<file path="config.mk">
export PLATFORM = sky130hd
export DESIGN_NAME = carrier_local_decoder
export DESIGN_NICKNAME = d
export VERILOG_FILES = /design/src/rtl/carrier_dec_pkg.sv /design/src/rtl/carrier_cfg_space.sv /design/src/rtl/carrier_addr_decode.sv /design/src/rtl/carrier_lane_steer.sv /design/src/rtl/carrier_local_decoder.sv
export SDC_FILE = /design/constraint.sdc
export NUM_CORES = 1
export LEC_CHECK = 0
export BUFFER_PORTS_ARGS = -buffer_cell sky130_fd_sc_hd__buf_2
export CORE_MARGIN = 4
export CORE_UTILIZATION = 55
export CTS_CLUSTER_DIAMETER = 40
export DETAILED_ROUTE_END_ITERATION = 16
export PLACE_DENSITY = 0.92
export RECOVER_POWER = 100
export SETUP_SLACK_MARGIN = 0.4
export SYNTH_ARGS = -nofsm -noshare
export SYNTH_HDL_FRONTEND = slang
export SYNTH_SLANG_ARGS = --single-unit
</file>
<file path="constraint.sdc">
create_clock -name clk -period 6.4 [get_ports clk]
set_input_delay 0 -clock clk [delete_from_list [all_inputs] [get_ports clk]]
set_output_delay 0 -clock clk [all_outputs]
set_load 0.005 [all_outputs]
</file>
<file path="src/rtl/carrier_dec_pkg.sv">
package carrier_dec_pkg;

    localparam int NSLOT        = 4;
    localparam int SLOT_W       = $clog2(NSLOT);
    localparam int HADDR_W      = 25;
    localparam int DATA_W       = 16;
    localparam int BYTE_W       = 8;
    localparam int NLANE        = DATA_W / BYTE_W;
    localparam int OFS_W        = 23;

    localparam int IO_SLOT_LSB  = 8;
    localparam int IO_CODE_LSB  = 6;
    localparam int IO_OFS_W     = 7;
    localparam int IDINT_OFS_W  = 6;
    localparam int M16_OFS_W    = 23;
    localparam int M8_OFS_W     = 22;

    localparam int CFG_OFS_W    = 7;
    localparam int CFG_DEPTH    = 88;
    localparam int CFG_MUL      = 29;
    localparam int CFG_ADD      = 7;
    localparam int NFLAG        = 3;
    localparam int FLAG_BASE    = 'h2B;
    localparam int FLAG_STEP    = 4;

    typedef enum logic [1:0] {
        WIN_CFG   = 2'd0,
        WIN_IOID  = 2'd1,
        WIN_MEM16 = 2'd2,
        WIN_MEM8  = 2'd3
    } win_e;

    typedef enum logic [2:0] {
        SP_IO    = 3'd0,
        SP_ID    = 3'd1,
        SP_INT   = 3'd2,
        SP_MEM16 = 3'd3,
        SP_MEM8  = 3'd4
    } space_e;

    typedef enum logic [1:0] {
        ST_IDLE  = 2'd0,
        ST_ISSUE = 2'd1,
        ST_RESP  = 2'd2
    } state_e;

    typedef struct packed {
        logic [SLOT_W-1:0] slot;
        space_e            space;
        logic [OFS_W-1:0]  ofs;
        logic [NLANE-1:0]  be;
        logic              byte_acc;
        logic              hi_lane;
        logic              swap;
        logic              is_cfg;
    } dec_t;

endpackage

</file>
<file path="src/rtl/carrier_cfg_space.sv">
module carrier_cfg_space
    import carrier_dec_pkg::*;
(
    input  logic                 clk,
    input  logic                 rst_n,
    input  logic                 wr_en,
    input  logic [CFG_OFS_W-1:0] ofs,
    input  logic [BYTE_W-1:0]    wdata,
    output logic [NFLAG-1:0]     flags,
    output logic [BYTE_W-1:0]    rdata
);

    logic [BYTE_W-1:0] pattern;

    for (genvar g = 0; g < NFLAG; g++) begin : g_flag
        localparam int FOFS = FLAG_BASE + g * FLAG_STEP;
        always_ff @(posedge clk or negedge rst_n) begin
            if (!rst_n)
                flags[g] <= 1'b0;
            else if (wr_en && (int'(ofs) == FOFS))
                flags[g] <= wdata[0];
        end
    end

    always_comb begin
        if (int'(ofs) < CFG_DEPTH)
            pattern = BYTE_W'(int'(ofs) * CFG_MUL + CFG_ADD);
        else
            pattern = '0;
        rdata = pattern;
        for (int k = 0; k < NFLAG; k++) begin
            if (int'(ofs) == FLAG_BASE + k * FLAG_STEP)
                rdata[0] = pattern[0] | flags[k];
        end
    end

    // flags move only on a configuration write
    p_flag_hold_r7: assert property (@(posedge clk) disable iff (!rst_n)
        !wr_en |=> $stable(flags));

endmodule

</file>
<file path="src/rtl/carrier_addr_decode.sv">
module carrier_addr_decode
    import carrier_dec_pkg::*;
(
    input  win_e               win,
    input  logic               wide,
    input  logic [HADDR_W-1:0] addr,
    input  logic               big_io,
    input  logic               big_m16,
    output dec_t               dec
);

    logic               bigf;
    logic               byte_acc;
    logic [HADDR_W-1:0] a;
    logic [1:0]         code;

    always_comb begin
        byte_acc = (win == WIN_MEM8) || (win == WIN_CFG) || !wide;
        bigf     = (win == WIN_IOID) ? big_io : (win == WIN_MEM16) ? big_m16 : 1'b0;
        a        = addr ^ HADDR_W'(byte_acc && bigf);
        code     = a[IO_CODE_LSB +: 2];

        dec          = '0;
        dec.byte_acc = byte_acc;
        dec.swap     = !byte_acc && bigf;
        dec.hi_lane  = byte_acc && (win != WIN_MEM8) && a[0];
        if (win == WIN_MEM8 || win == WIN_CFG)
            dec.be = 2'b01;
        else if (!byte_acc)
            dec.be = 2'b11;
        else
            dec.be = a[0] ? 2'b10 : 2'b01;

        unique case (win)
            WIN_CFG: begin
                dec.is_cfg = 1'b1;
                dec.space  = SP_IO;
                dec.ofs    = OFS_W'(a[CFG_OFS_W-1:0]);
            end
            WIN_IOID: begin
                dec.slot = a[IO_SLOT_LSB +: SLOT_W];
                case (code)
                    2'd2: begin
                        dec.space = SP_ID;
                        dec.ofs   = OFS_W'(a[IDINT_OFS_W-1:0]);
                    end
                    2'd3: begin
                        dec.space = SP_INT;
                        dec.ofs   = OFS_W'(a[IDINT_OFS_W-1:0]);
                    end
                    default: begin
                        dec.space = SP_IO;
                        dec.ofs   = OFS_W'(a[IO_OFS_W-1:0]);
                    end
                endcase
            end
            WIN_MEM16: begin
                dec.slot  = a[M16_OFS_W +: SLOT_W];
                dec.space = SP_MEM16;
                dec.ofs   = OFS_W'(a[M16_OFS_W-1:0]);
            end
            WIN_MEM8: begin
                dec.slot  = a[M8_OFS_W +: SLOT_W];
                dec.space = SP_MEM8;
                dec.ofs   = OFS_W'(a[M8_OFS_W-1:0]);
            end
        endcase
    end

endmodule

</file>
<file path="src/rtl/carrier_lane_steer.sv">
module carrier_lane_steer
    import carrier_dec_pkg::*;
(
    input  logic              byte_acc,
    input  logic              hi_lane,
    input  logic              swap,
    input  logic [DATA_W-1:0] host_wdata,
    input  logic [DATA_W-1:0] mod_rdata,
    output logic [DATA_W-1:0] mod_wdata,
    output logic [DATA_W-1:0] host_rdata
);

    always_comb begin
        if (byte_acc) begin
            mod_wdata  = {host_wdata[BYTE_W-1:0], host_wdata[BYTE_W-1:0]};
            host_rdata = {{BYTE_W{1'b0}},
                          hi_lane ? mod_rdata[DATA_W-1:BYTE_W] : mod_rdata[BYTE_W-1:0]};
        end else if (swap) begin
            mod_wdata  = {host_wdata[BYTE_W-1:0], host_wdata[DATA_W-1:BYTE_W]};
            host_rdata = {mod_rdata[BYTE_W-1:0], mod_rdata[DATA_W-1:BYTE_W]};
        end else begin
            mod_wdata  = host_wdata;
            host_rdata = mod_rdata;
        end
    end

endmodule

</file>
<file path="src/rtl/carrier_local_decoder.sv">
module carrier_local_decoder
    import carrier_dec_pkg::*;
(
    input  logic                 clk,
    input  logic                 rst_n,
    input  logic                 host_req,
    input  logic [1:0]           host_win,
    input  logic                 host_we,
    input  logic                 host_wide,
    input  logic [HADDR_W-1:0]   host_addr,
    input  logic [DATA_W-1:0]    host_wdata,
    output logic                 host_ack,
    output logic [DATA_W-1:0]    host_rdata,
    input  logic [NSLOT-1:0]     slot_present,
    output logic                 mod_stb,
    output logic                 mod_we,
    output logic [SLOT_W-1:0]    mod_slot,
    output logic [2:0]           mod_space,
    output logic [OFS_W-1:0]     mod_offset,
    output logic [NLANE-1:0]     mod_be,
    output logic [DATA_W-1:0]    mod_wdata,
    input  logic [DATA_W-1:0]    mod_rdata
);

    state_e              state, state_nx;
    dec_t                dec_in, req_q;
    logic                we_q;
    logic [DATA_W-1:0]   wdata_q;
    logic [DATA_W-1:0]   rdata_q, rdata_nx;
    logic [DATA_W-1:0]   lane_rd;
    logic [NFLAG-1:0]    flags;
    logic [BYTE_W-1:0]   cfg_rd;
    logic                cfg_wr;
    logic                hit;

    carrier_addr_decode u_dec (
        .win     (win_e'(host_win)),
        .wide    (host_wide),
        .addr    (host_addr),
        .big_io  (flags[1]),
        .big_m16 (flags[2]),
        .dec     (dec_in)
    );

    carrier_cfg_space u_cfg (
        .clk   (clk),
        .rst_n (rst_n),
        .wr_en (cfg_wr),
        .ofs   (req_q.ofs[CFG_OFS_W-1:0]),
        .wdata (wdata_q[BYTE_W-1:0]),
        .flags (flags),
        .rdata (cfg_rd)
    );

    carrier_lane_steer u_lane (
        .byte_acc   (req_q.byte_acc),
        .hi_lane    (req_q.hi_lane),
        .swap       (req_q.swap),
        .host_wdata (wdata_q),
        .mod_rdata  (mod_rdata),
        .mod_wdata  (mod_wdata),
        .host_rdata (lane_rd)
    );

    // state register
    always_ff @(posedge clk or negedge rst_n) begin
        if (!rst_n) state <= ST_IDLE;
        else        state <= state_nx;
    end

    // next state: accept / capture / retire
    always_comb begin
        state_nx = state;
        unique case (state)
            ST_IDLE:  if (host_req) state_nx = ST_ISSUE;
            ST_ISSUE: state_nx = ST_RESP;
            ST_RESP:  state_nx = ST_IDLE;
            default:  state_nx = ST_IDLE;
        endcase
    end

    // outputs
    always_comb begin
        hit      = !req_q.is_cfg && slot_present[req_q.slot];
        mod_stb  = 1'b0;
        host_ack = 1'b0;
        cfg_wr   = 1'b0;
        unique case (state)
            ST_IDLE:  ;
            ST_ISSUE: begin
                mod_stb = hit;
                cfg_wr  = req_q.is_cfg && we_q;
            end
            ST_RESP:  host_ack = 1'b1;
            default:  ;
        endcase
        mod_we     = we_q;
        mod_slot   = req_q.slot;
        mod_space  = req_q.space;
        mod_offset = req_q.ofs;
        mod_be     = req_q.be;
        host_rdata = rdata_q;
    end

    always_comb begin
        if (we_q)
            rdata_nx = '0;
        else if (req_q.is_cfg)
            rdata_nx = DATA_W'(cfg_rd);
        else if (hit)
            rdata_nx = lane_rd;
        else
            rdata_nx = '0;
    end

    always_ff @(posedge clk or negedge rst_n) begin
        if (!rst_n) begin
            req_q   <= '0;
            we_q    <= 1'b0;
            wdata_q <= '0;
            rdata_q <= '0;
        end else begin
            if (state == ST_IDLE && host_req) begin
                req_q   <= dec_in;
                we_q    <= host_we;
                wdata_q <= host_wdata;
            end
            if (state == ST_ISSUE)
                rdata_q <= rdata_nx;
        end
    end

    p_stb_pulse_r10: assert property (@(posedge clk) disable iff (!rst_n)
        mod_stb |=> !mod_stb);
    p_stb_then_ack_r10: assert property (@(posedge clk) disable iff (!rst_n)
        mod_stb |=> host_ack);
    p_ack_pulse_r10: assert property (@(posedge clk) disable iff (!rst_n)
        host_ack |=> !host_ack);
    p_present_r9: assert property (@(posedge clk) disable iff (!rst_n)
        mod_stb |-> slot_present[mod_slot]);
    p_mem8_lane_r4: assert property (@(posedge clk) disable iff (!rst_n)
        (mod_stb && mod_space == SP_MEM8) |-> (mod_be == 2'b01 && mod_offset[OFS_W-1] == 1'b0));
    p_idint_ofs_r2: assert property (@(posedge clk) disable iff (!rst_n)
        (mod_stb && (mod_space == SP_ID || mod_space == SP_INT)) |-> mod_offset[OFS_W-1:IDINT_OFS_W] == '0);
    p_be_nonzero_r5: assert property (@(posedge clk) disable iff (!rst_n)
        mod_stb |-> mod_be != 2'b00);

endmodule

</file>
==> metrics.cfg <==
[route]
ant_nets = 0
drt_iter0_drc = 212
first_pass_iters = 5
wl_per_cell_um = 17.9
routed_via_density = 5.45
num_vias = 3651
drc = 0
drt_wl_total_um = 12000

[sta]
hold_viol = 0
setup_ws_ps = 2630
worstMarginPinSlew_ps = 3900
period_minus_slack_ps = 3770
clock_skew_ps = 8.51
rsz0062_at_grt = false
max_slew_margin = -1.60
finalSetupTns_ps = 0
max_freq_ghz = 0.265
slew_violations = 138
period_share = 0.590
setup_viol = 0

[worst_setup_path]
crit_slowest_cell = clkbuf_1
cp_slowest_stage_delay_ps = 2710
path_class = primary input to async pin
regToRegSetupSlack_ps = 2640
crit_chain = dlygate4sd3_1 > clkbuf_1
required_ps = 5960
r2r-end = mod_offset[3]
startpoint_type = primary input
worstSetupEndpointType = async pin
timing.rr.start = state[0]
cp.arrival_ps = 3330
critical_path.max_fanout = 72
critPathBufInv = 2
path_delay_family = buffers and inverters
critPathLaunch = rst_n
r2r_cells = 4

[logic_synthesis]
syn_avg_cell_area_um2 = 10.2
ys_async_sr_fraction = 1.00
synthCells = 407
ys_ff_latch = 72
ys_warn_count = 0
yosysSeqAreaShare = 0.435
synth-simple-area-share = 0.119
synth_xor_area_frac = 0.0212
syn-num-nets = 504
synth_fa_ha_area_frac = 0.102
synth.distinct_cells = 45
synth_mux_area_frac = 0.0967
synth_compound_area_frac = 0.126
syn_area_um2 = 4140
synthFlopType = dfrtp_1
synth_top_family_by_area = compound AO/OA/AOI/OAI gates
synth-edff-count = 0

[clock_network]
cts_buffers = 9
cts_tree = yes
root_buffer = clkbuf_8
htree_levels = 3
post_cts.repair.setup_buffers = 0
cts_resized = 0
clockBufferDepth = 2
worst_skew_pair.late_latency_ps = 340
path_clk_slew_ps = 80
cts_sinks = 72

[flow_run]
max_cap_violations = 3

[cells_and_area]
syn_to_final_growth_pct = 28.5
drive_above_1_share = 0.226
final_nets = 663
n_antenna_cell = 0

[power_and_ir_drop]
p_leak_nw = 2.67
peakVddDrop_v = 0.000200
powerDensity_nw_per_um2 = 327
total_power_w = 0.00174

[min_path]
hold_depth = 3
hp-start = mod_rdata[1]
hold_path.class = primary input to flop
min_to = host_rdata[1]

[floorplan]
die-area_um2 = 8980
coreArea_um2 = 7290
die_x_um = 94.8
pin_count = 133
initial_utilization = 0.568
die_y_um = 94.8
rows = 31

[global_routing]
overflow = 0
first_global_vias = 3863
grt_pass1_wl_um = 19400
grt.total_usage = 0.279
grt_antenna_before_repair = 0
grt_max_degree = 73

[status]
status = finished, violations left
violations = max-capacitance violations, max-slew violations

[placement]
port_buffers = 132
preCtsSetupSlack_ps = 3140
hpwl_um = 7390
gp_congestion = 0.856

[cell families (layout without fill, tap and decap cells)]
kind of cell               Yosys count  in the layout
and+or+nand+nor                    118            118
AOI/OAI and AO/OA                   73             73
DFF                                 72             72
buffers and inverters               69            233
muxes                               36             36
adders and majority gates           29             29
xor gates and xnor gates            10             10
[synth_stat cells (all sizes together) (3+ instances only)]
cell | instances | share of area
inv | 22 | 0.020
mux2i | 16 | 0.039
nand2b | 3 | 0.0045
dfrtp | 72 | 0.44
a221o | 3 | 0.0073
o21ai | 29 | 0.042
a21oi | 6 | 0.0073
nand2 | 89 | 0.081
xnor2 | 8 | 0.017
a22oi | 5 | 0.0091
buf | 37 | 0.069
clkbuf | 8 | 0.0073
a22o | 16 | 0.034
nor2 | 12 | 0.011
fa | 8 | 0.039
mux2 | 19 | 0.052
ha | 21 | 0.063
[layout make-up]
class                      count  area, um2
clock buffer                   9        124
clock inverter                 7       48.8
fill                         571       1970
inverter                      23       86.3
multi-input combinational    266       1920
sequential                    72       1800
tap                           99        124
timing repair buffer         194       1220
[what timing repair did]
| action | in CTS | in global routing |
|---|---|---|
| hold endpoints to repair | 124 | 0 |
| hold buffers | 61 | 0 |
| endpoints found under the setup margin | 0 | 0 |
[state kept, by name (all words and copies together) (netlist names)]
| signal | flops |
|---|---|
| mod_space | 3 |
| u_cfg.flags | 3 |
| host_rdata | 16 |
| req_q | 4 |
| mod_offset | 23 |
| state | 2 |
| mod_slot | 2 |
| wdata_q | 16 |
| mod_be | 2 |
| mod_we | 1 |
[worst register-to-register path, delay by kind of cell, from the launching register on]
family / cells / cell delay (ps)
compound gates: 1 / 590
flops: 1 / 360
simple gates: 2 / 1260
buf+inv: 1 / 1410
[cells in the final DEF (no fill, tap or decap), types with 3 or more instances in the layout]
cell type	n
a22oi_1	5
a22o_1	16
dlygate4sd3_1	61
clkbuf_1	43
nand2_1	89
buf_2	88
dfrtp_1	72
o21ai_2	6
mux2_2	19
nand2b_1	3
clkbuf_8	9
nor2_1	12
a21oi_1	6
ha_1	21
xnor2_1	8
o21ai_0	23
fa_1	8
a221o_1	3
inv_1	22
mux2i_1	16
clkinvlp_4	4
[report_power, final]
group | internal (W) | total [W] | leakage [nW] | switching [W]
Clock | 0.000140 | 0.000321 | 0.0772 | 0.000181
Combinational | 0.000372 | 0.000793 | 1.66 | 0.000421
Sequential | 0.000544 | 0.000627 | 0.933 | 0.0000829
[stage by stage]
step / area (um2) / util / cells / hold slack [ps]
2_1_floorplan: 4140 / - / 407 / -296
3_3_place_gp: 4610 / 0.633 / 593 / 184
3_5_place_dp: 4610 / 0.633 / 593 / 191
4_1_cts: 5400 / 0.740 / 670 / 20.5
5_1_grt: 5320 / 0.730 / 670 / 47.0
6_report: 5320 / 0.730 / 670 / 34.6
[layer usage]
metal | global-route usage | share of wire | up-vias
li1 | - | - | 1668
met1 | 0.343 | 0.40 | 1760
met2 | 0.475 | 0.50 | 190
met3 | 0.0653 | 0.080 | 33
met4 | 0.107 | 0.023 | 0
met5 | 0 | 0 | -
[worst max path at each step]
stage	to	slack (ps)	cells after the start
2_1_floorplan	host_rdata[7]	3330	11
3_3_place_gp	host_rdata[7]	3200	11
3_5_place_dp	host_rdata[7]	3140	11
4_1_cts	host_rdata[7]	3120	11
5_1_grt	mod_offset[9]	1890	2
6_report	wdata_q[15]	2630	2
No activity file was read; power rests on OpenSTA's default activity.
